[src/rtl/hbx_pkg.sv]
package hbx_pkg;

    localparam int DATA_W  = 32;
    localparam int NUM_WIN = 3;

    // How a translator forms its window base
    typedef enum logic [1:0] {
        BASE_NIBBLE = 2'd0,
        BASE_MASKED = 2'd1,
        BASE_FIXED  = 2'd2
    } base_mode_e;

    // Register offsets; software depends on these positions
    localparam logic [7:0] OFS_MAP0  = 8'h00;
    localparam logic [7:0] OFS_IDENT = 8'h0C;
    localparam logic [7:0] OFS_FLAG  = 8'h10;
    localparam logic [7:0] OFS_SEC0  = 8'h14;

    localparam logic [DATA_W-1:0] IO_WIN_SIZE = 32'h0010_0000;

    typedef struct packed {
        logic [NUM_WIN-1:0][DATA_W-1:0] map_w;
        logic [NUM_WIN-1:0][DATA_W-1:0] sec_w;
        logic [DATA_W-1:0]              ident;
        logic [DATA_W-1:0]              flag;
        logic [DATA_W-1:0]              rdata;
    } bank_t;

    typedef struct packed {
        logic [NUM_WIN-1:0] map_hit;
        logic [NUM_WIN-1:0] sec_hit;
        logic               ident_hit;
        logic               flag_hit;
        logic               full_word;
    } dec_t;

    function automatic logic [DATA_W-1:0] win_size(input bit masked, input int idx);
        logic [DATA_W-1:0] sz;
        if (masked) begin
            sz = (idx == 0) ? 32'h0100_0000 :
                 (idx == 1) ? 32'h0400_0000 : 32'h0800_0000;
        end else begin
            sz = (idx == 0) ? 32'h0C00_0000 : 32'h1000_0000;
        end
        return sz;
    endfunction

endpackage

[src/rtl/hbx_addr_dec.sv]
module hbx_addr_dec
    import hbx_pkg::*;
#(
    parameter int ADDR_W = 12
) (
    input  logic [ADDR_W-1:0] addr,
    input  logic [3:0]        be,
    output dec_t              dec
);
    localparam int UPPER_W = ADDR_W - 8;

    logic upper_zero;
    logic [7:0] low_ofs;

    generate
        if (UPPER_W > 0) begin : g_upper
            assign upper_zero = (addr[ADDR_W-1:8] == '0);
        end else begin : g_no_upper
            assign upper_zero = 1'b1;
        end
    endgenerate

    assign low_ofs = addr[7:0];

    generate
        for (genvar w = 0; w < NUM_WIN; w++) begin : g_win
            assign dec.map_hit[w] = upper_zero && (low_ofs == OFS_MAP0 + 8'(4 * w));
            assign dec.sec_hit[w] = upper_zero && (low_ofs == OFS_SEC0 + 8'(4 * w));
        end
    endgenerate

    assign dec.ident_hit = upper_zero && (low_ofs == OFS_IDENT);
    assign dec.flag_hit  = upper_zero && (low_ofs == OFS_FLAG);
    assign dec.full_word = (be == 4'hF);

endmodule

[src/rtl/hbx_regbank.sv]
module hbx_regbank
    import hbx_pkg::*;
(
    input  logic                           clk,
    input  logic                           rst_n,
    input  logic                           wr,
    input  logic                           rd,
    input  dec_t                           dec,
    input  logic [DATA_W-1:0]              wdata,
    output logic [DATA_W-1:0]              rdata,
    output logic [NUM_WIN-1:0][DATA_W-1:0] map_words
);
    bank_t bank_d, bank_q;
    logic [DATA_W-1:0] rd_val;

    // OR-reduce the selected word; a miss leaves zero
    always_comb begin
        rd_val = '0;
        for (int w = 0; w < NUM_WIN; w++) begin
            if (dec.map_hit[w]) rd_val = rd_val | bank_q.map_w[w];
            if (dec.sec_hit[w]) rd_val = rd_val | bank_q.sec_w[w];
        end
        if (dec.ident_hit) rd_val = rd_val | bank_q.ident;
        if (dec.flag_hit)  rd_val = rd_val | bank_q.flag;
        if (!dec.full_word) rd_val = '0;
    end

    always_comb begin
        bank_d = bank_q;
        if (wr && dec.full_word) begin
            for (int w = 0; w < NUM_WIN; w++) begin
                if (dec.map_hit[w]) bank_d.map_w[w] = wdata;
                if (dec.sec_hit[w]) bank_d.sec_w[w] = wdata;
            end
            if (dec.ident_hit) bank_d.ident = wdata;
            if (dec.flag_hit)  bank_d.flag  = wdata;
        end
        if (rd) bank_d.rdata = rd_val;
    end

    always_ff @(posedge clk) begin
        if (!rst_n) bank_q <= '0;
        else        bank_q <= bank_d;
    end

    assign rdata     = bank_q.rdata;
    assign map_words = bank_q.map_w;

endmodule

[src/rtl/hbx_win_xlate.sv]
module hbx_win_xlate
    import hbx_pkg::*;
#(
    parameter base_mode_e        MODE     = BASE_NIBBLE,
    parameter logic [DATA_W-1:0] WIN_SIZE = 32'h1000_0000
) (
    input  logic [DATA_W-1:0] map_word,
    input  logic [DATA_W-1:0] offset,
    output logic [DATA_W-1:0] addr,
    output logic              hit
);
    localparam logic [DATA_W-1:0] KEEP_MASK = ~(WIN_SIZE - 32'd1);

    logic [DATA_W-1:0] base;

    generate
        if (MODE == BASE_NIBBLE) begin : g_nib
            logic unused_hi;
            assign unused_hi = ^map_word[DATA_W-1:4];
            assign base = {map_word[3:0], {(DATA_W-4){1'b0}}};
        end else if (MODE == BASE_MASKED) begin : g_msk
            assign base = map_word & KEEP_MASK;
        end else begin : g_fix
            logic unused_all;
            assign unused_all = ^map_word;
            assign base = '0;
        end
    endgenerate

    assign hit  = (offset < WIN_SIZE);
    assign addr = hit ? (base + offset) : '0;

endmodule

[src/rtl/hb_xlate_regs.sv]
module hb_xlate_regs
    import hbx_pkg::*;
#(
    parameter bit VARIANT_MASKED = 1'b0,
    parameter int ADDR_W         = 12
) (
    input  logic              clk,
    input  logic              rst_n,
    input  logic              reg_wr,
    input  logic              reg_rd,
    input  logic [ADDR_W-1:0] reg_addr,
    input  logic [3:0]        reg_be,
    input  logic [31:0]       reg_wdata,
    output logic [31:0]       reg_rdata,
    input  logic [1:0]        xl_sel,
    input  logic [31:0]       xl_offset,
    output logic [31:0]       xl_addr,
    output logic              xl_hit
);
    localparam base_mode_e MEM_MODE = VARIANT_MASKED ? BASE_MASKED : BASE_NIBBLE;
    localparam int         N_XL     = NUM_WIN + 1;

    dec_t dec;
    logic [NUM_WIN-1:0][DATA_W-1:0] map_words;
    logic [N_XL-1:0][DATA_W-1:0]    win_addr;
    logic [N_XL-1:0]                win_hit;

    hbx_addr_dec #(.ADDR_W(ADDR_W)) dec_i (
        .addr (reg_addr),
        .be   (reg_be),
        .dec  (dec)
    );

    hbx_regbank bank_i (
        .clk       (clk),
        .rst_n     (rst_n),
        .wr        (reg_wr),
        .rd        (reg_rd),
        .dec       (dec),
        .wdata     (reg_wdata),
        .rdata     (reg_rdata),
        .map_words (map_words)
    );

    generate
        for (genvar w = 0; w < NUM_WIN; w++) begin : g_mem
            hbx_win_xlate #(
                .MODE     (MEM_MODE),
                .WIN_SIZE (win_size(VARIANT_MASKED, w))
            ) xl_i (
                .map_word (map_words[w]),
                .offset   (xl_offset),
                .addr     (win_addr[w]),
                .hit      (win_hit[w])
            );
        end
    endgenerate

    hbx_win_xlate #(
        .MODE     (BASE_FIXED),
        .WIN_SIZE (IO_WIN_SIZE)
    ) io_xl_i (
        .map_word ('0),
        .offset   (xl_offset),
        .addr     (win_addr[NUM_WIN]),
        .hit      (win_hit[NUM_WIN])
    );

    assign xl_addr = win_addr[xl_sel];
    assign xl_hit  = win_hit[xl_sel];

endmodule

[config.mk]
export PLATFORM = sky130hd
export DESIGN_NAME = hb_xlate_regs
export DESIGN_NICKNAME = d
export VERILOG_FILES = /design/src/rtl/hbx_pkg.sv /design/src/rtl/hbx_addr_dec.sv /design/src/rtl/hbx_regbank.sv /design/src/rtl/hbx_win_xlate.sv /design/src/rtl/hb_xlate_regs.sv
export SDC_FILE = /design/constraint.sdc
export NUM_CORES = 1
export LEC_CHECK = 0
export BUFFER_PORTS_ARGS = -buffer_cell sky130_fd_sc_hd__buf_4
export CAP_MARGIN = 20
export CORE_MARGIN = 3
export CORE_UTILIZATION = 62
export CTS_BUF_LIST = sky130_fd_sc_hd__clkbuf_4 sky130_fd_sc_hd__clkbuf_8
export CTS_CLUSTER_DIAMETER = 60
export CTS_CLUSTER_SIZE = 40
export DETAILED_ROUTE_END_ITERATION = 12
export GPL_ROUTABILITY_DRIVEN = 0
export HOLD_SLACK_MARGIN = 0.1
export PLACE_DENSITY = 0.83
export SLEW_MARGIN = 20
export SYNTH_ARGS = -nofsm -noshare
export SYNTH_HDL_FRONTEND = slang
export SYNTH_HIERARCHICAL = 1
export SYNTH_SLANG_ARGS = --single-unit
[constraint.sdc]
create_clock -name clk -period 2.55 [get_ports clk]
set_clock_uncertainty 0.15 [all_clocks]
set_input_delay 0.1275 -clock clk [delete_from_list [all_inputs] [get_ports clk]]
set_output_delay 0.1275 -clock clk [all_outputs]
set_load 0.01 [all_outputs]
==> flow_metrics.tcl <==
set metrics [dict create \
    status "finished clean" \
    slew_viol_final 0 \
    std_cell_rows 56 \
    area_delta_synth_final_pct 10.7 \
    clockBufferDepth 3 \
    htreeDepth 1 \
    timing.rr.end "bank_i/map_words[41]" \
    drc_errors 0 \
    fmax_mhz 392 \
    seqPwrFrac 0.573 \
    p_leak_nw 5.74 \
    path_clk_slew_ns 0.14 \
    power.density_nw_per_um2 472 \
    worst-slew-pin-transition_ns 0.867 \
    reg2reg_from "bank_i/map_words[41]" \
    drive_gt1_frac 0.193 \
    post_drt_via_cell_ratio 6.08 \
    min_path_type "primary input to flop" \
    dp_hpwl_mm 26.4 \
    root_buffer "clkbuf_8" \
    maxCapViolCount 0 \
    fin_nets 1879 \
    finalCriticalPeriod_ns 2.55 \
    drtIter0Drc 1275 \
    globalRouteTotalUtil 0.304 \
    die_h_microns 162 \
    drtPass1Iterations 5 \
    place_area_sq_um 15600 \
    p_switching_w 0.00201 \
    p_sw_frac 0.256 \
    syn_avg_cell_area_sq_um 8.64 \
    cp-start-kind "flop" \
    numClockSinks 288 \
    rsz0062_at_grt "yes" \
    port_buffers 150 \
    r2r_slack_ns 1.24 \
    period_share 1.00 \
    crit_fanout 2 \
    seqCellArea_sq_um 5780 \
    die_w_microns 162 \
    power.internal_w 0.00584 \
    num_vias 12900 \
    syn_area_sq_um 15000 \
    finalHoldViolations 0 \
    stdcell_area_sq_um 16600 \
    final_cells 2116 \
    antenna_found_initial 1 \
    slew_headroom 0.422 \
    synthCells 1737 \
    routed_wl_mm 41.2 \
    worstPathArrival_ns 2.27 \
    fill_cells 1842 \
    worstSetupEndpointType "primary output" \
    grt_pass1_vias 12400 \
    dp.cells 2038 \
    combPwrFrac 0.073 \
    grt_max_degree 201 \
    grt_pass1_wl_mm 64.9 \
    cp.required_ns 2.27 \
    wl_per_cell_microns 19.5 \
    reg2reg_depth 3 \
    start_util 0.636 \
    ys_warn_count 6 \
    cts_buffers 20 \
    io_pins 151 \
    cts_tree "yes" \
    grt_overflow_total 0 \
    setup_viol 0 \
    path_class "flop to primary output" \
    power_w 0.00785 \
    crit_start "bank_i/map_words[0]" \
    design.die.area_sq_um 26100 \
    ir_drop_mv 0.456 \
    multi_input_area_sq_um 7850 \
    endpoint "xl_addr[30]" \
    clock_latency_ns 0.57 \
    clockPowerShare 0.354 \
    coreArea_sq_um 23600 \
    antenna_left 0 \
]
## critical path, cell delays in order, from the launching register on
cell	delay [ns]
dfxtp_2	0.35
ha_4	0.16
fa_2	0.33
xor2_1	0.14
and2_1	0.15
mux4_2	0.47
buf_6	0.14
## power by group through the flow
| stage | combinational [W] | sequential [W] | clock (W) |
|---|---|---|---|
| 2_1_floorplan | 0.000347 | 0.00460 | 0 |
| 3_3_place_gp | 0.000502 | 0.00460 | 0 |
| 3_5_place_dp | 0.000509 | 0.00460 | 0 |
| 4_1_cts | 0.000555 | 0.00450 | 0.00279 |
| 5_1_grt | 0.000605 | 0.00450 | 0.00297 |
| 6_report | 0.000573 | 0.00450 | 0.00278 |
## placed cells by master, fill, tap and decap left out, types with 3 or more instances in the layout
| cell type | count |
|---|---|
| nor4_2 | 23 |
| a21boi_0 | 178 |
| or4b_1 | 19 |
| buf_12 | 5 |
| a21boi_1 | 79 |
| dlygate4sd3_1 | 35 |
| ha_1 | 3 |
| clkinv_4 | 3 |
| fa_2 | 3 |
| and2_1 | 91 |
| a21oi_2 | 3 |
| nand4_1 | 32 |
| mux4_2 | 30 |
| nor2_1 | 3 |
| dfxtp_1 | 279 |
| nand2_1 | 515 |
| clkbuf_8 | 23 |
| xor2_1 | 3 |
| a22o_1 | 32 |
| inv_12 | 3 |
| mux4_1 | 3 |
| and3_1 | 9 |
| dfxtp_2 | 9 |
| conb_1 | 12 |
| a22oi_1 | 128 |
| nand3_1 | 14 |
| ha_4 | 6 |
| buf_4 | 212 |
| or4_4 | 6 |
| nor4_1 | 3 |
## what timing repair did
action | CTS | global route
resized for setup | 18 | 10
setup endpoints to repair | 3 | 3
endpoints found under the hold margin | 256 | 0
pin swaps | 1 | 0
cloned | 0 | 0
hold buffers | 35 | 0
buffers inserted | 2 | 3
## routing by layer
metal,wire length [microns],up-vias,GRT usage,part of all wire
met2,19600,583,0.512,0.48
met3,3430,123,0.0449,0.083
met5,0,-,0,0
met4,1690,0,0.126,0.041
met1,16500,6167,0.393,0.40
li1,-,5982,-,-
## final cells by class
| class | count | share of cell area |
|---|---|---|
| Multi-Input combinational cell | 1214 | 0.473 |
| Sequential cell | 288 | 0.348 |
| Timing Repair Buffer | 254 | 0.124 |
| Tap cell | 319 | 0.0240 |
| Clock buffer | 23 | 0.0191 |
| Clock inverter | 13 | 0.0113 |
| Inverter | 3 | 0.000828 |
| Antenna cell | 2 | 0.000301 |
## state kept, by name, summed over array words and instances (netlist names)
name              count
bank_i/bank_q       160
bank_i/rdata         32
bank_i/map_words     96
## worst min-delay path by stage
stage / from / slack, ns / cells after the start / end
floorplan: reg_wdata[28] / 0.26 / 3 / bank_i/bank_q[188]
global placement: reg_wdata[20] / 0.27 / 3 / bank_i/map_words[52]
detailed placement: reg_wdata[20] / 0.28 / 3 / bank_i/map_words[20]
CTS: reg_rd / 0.11 / 4 / bank_i/rdata[8]
global route: reg_rd / 0.12 / 4 / bank_i/rdata[14]
finish: reg_rd / 0.15 / 4 / bank_i/rdata[14]
## metrics by stage
stage	TNS (ns)	hold WS, ns	setup slack, ns	util
2_1_floorplan	0	0.262	0.538	-
3_3_place_gp	0	0.273	0.299	0.661
5_1_grt	-0.0826	0.124	-0.0788	0.703
4_1_cts	-0.0212	0.114	-0.0212	0.700
3_5_place_dp	0	0.281	0.174	0.661
6_report	0	0.147	0.000415	0.704
Power figures use the tool's default switching activity.
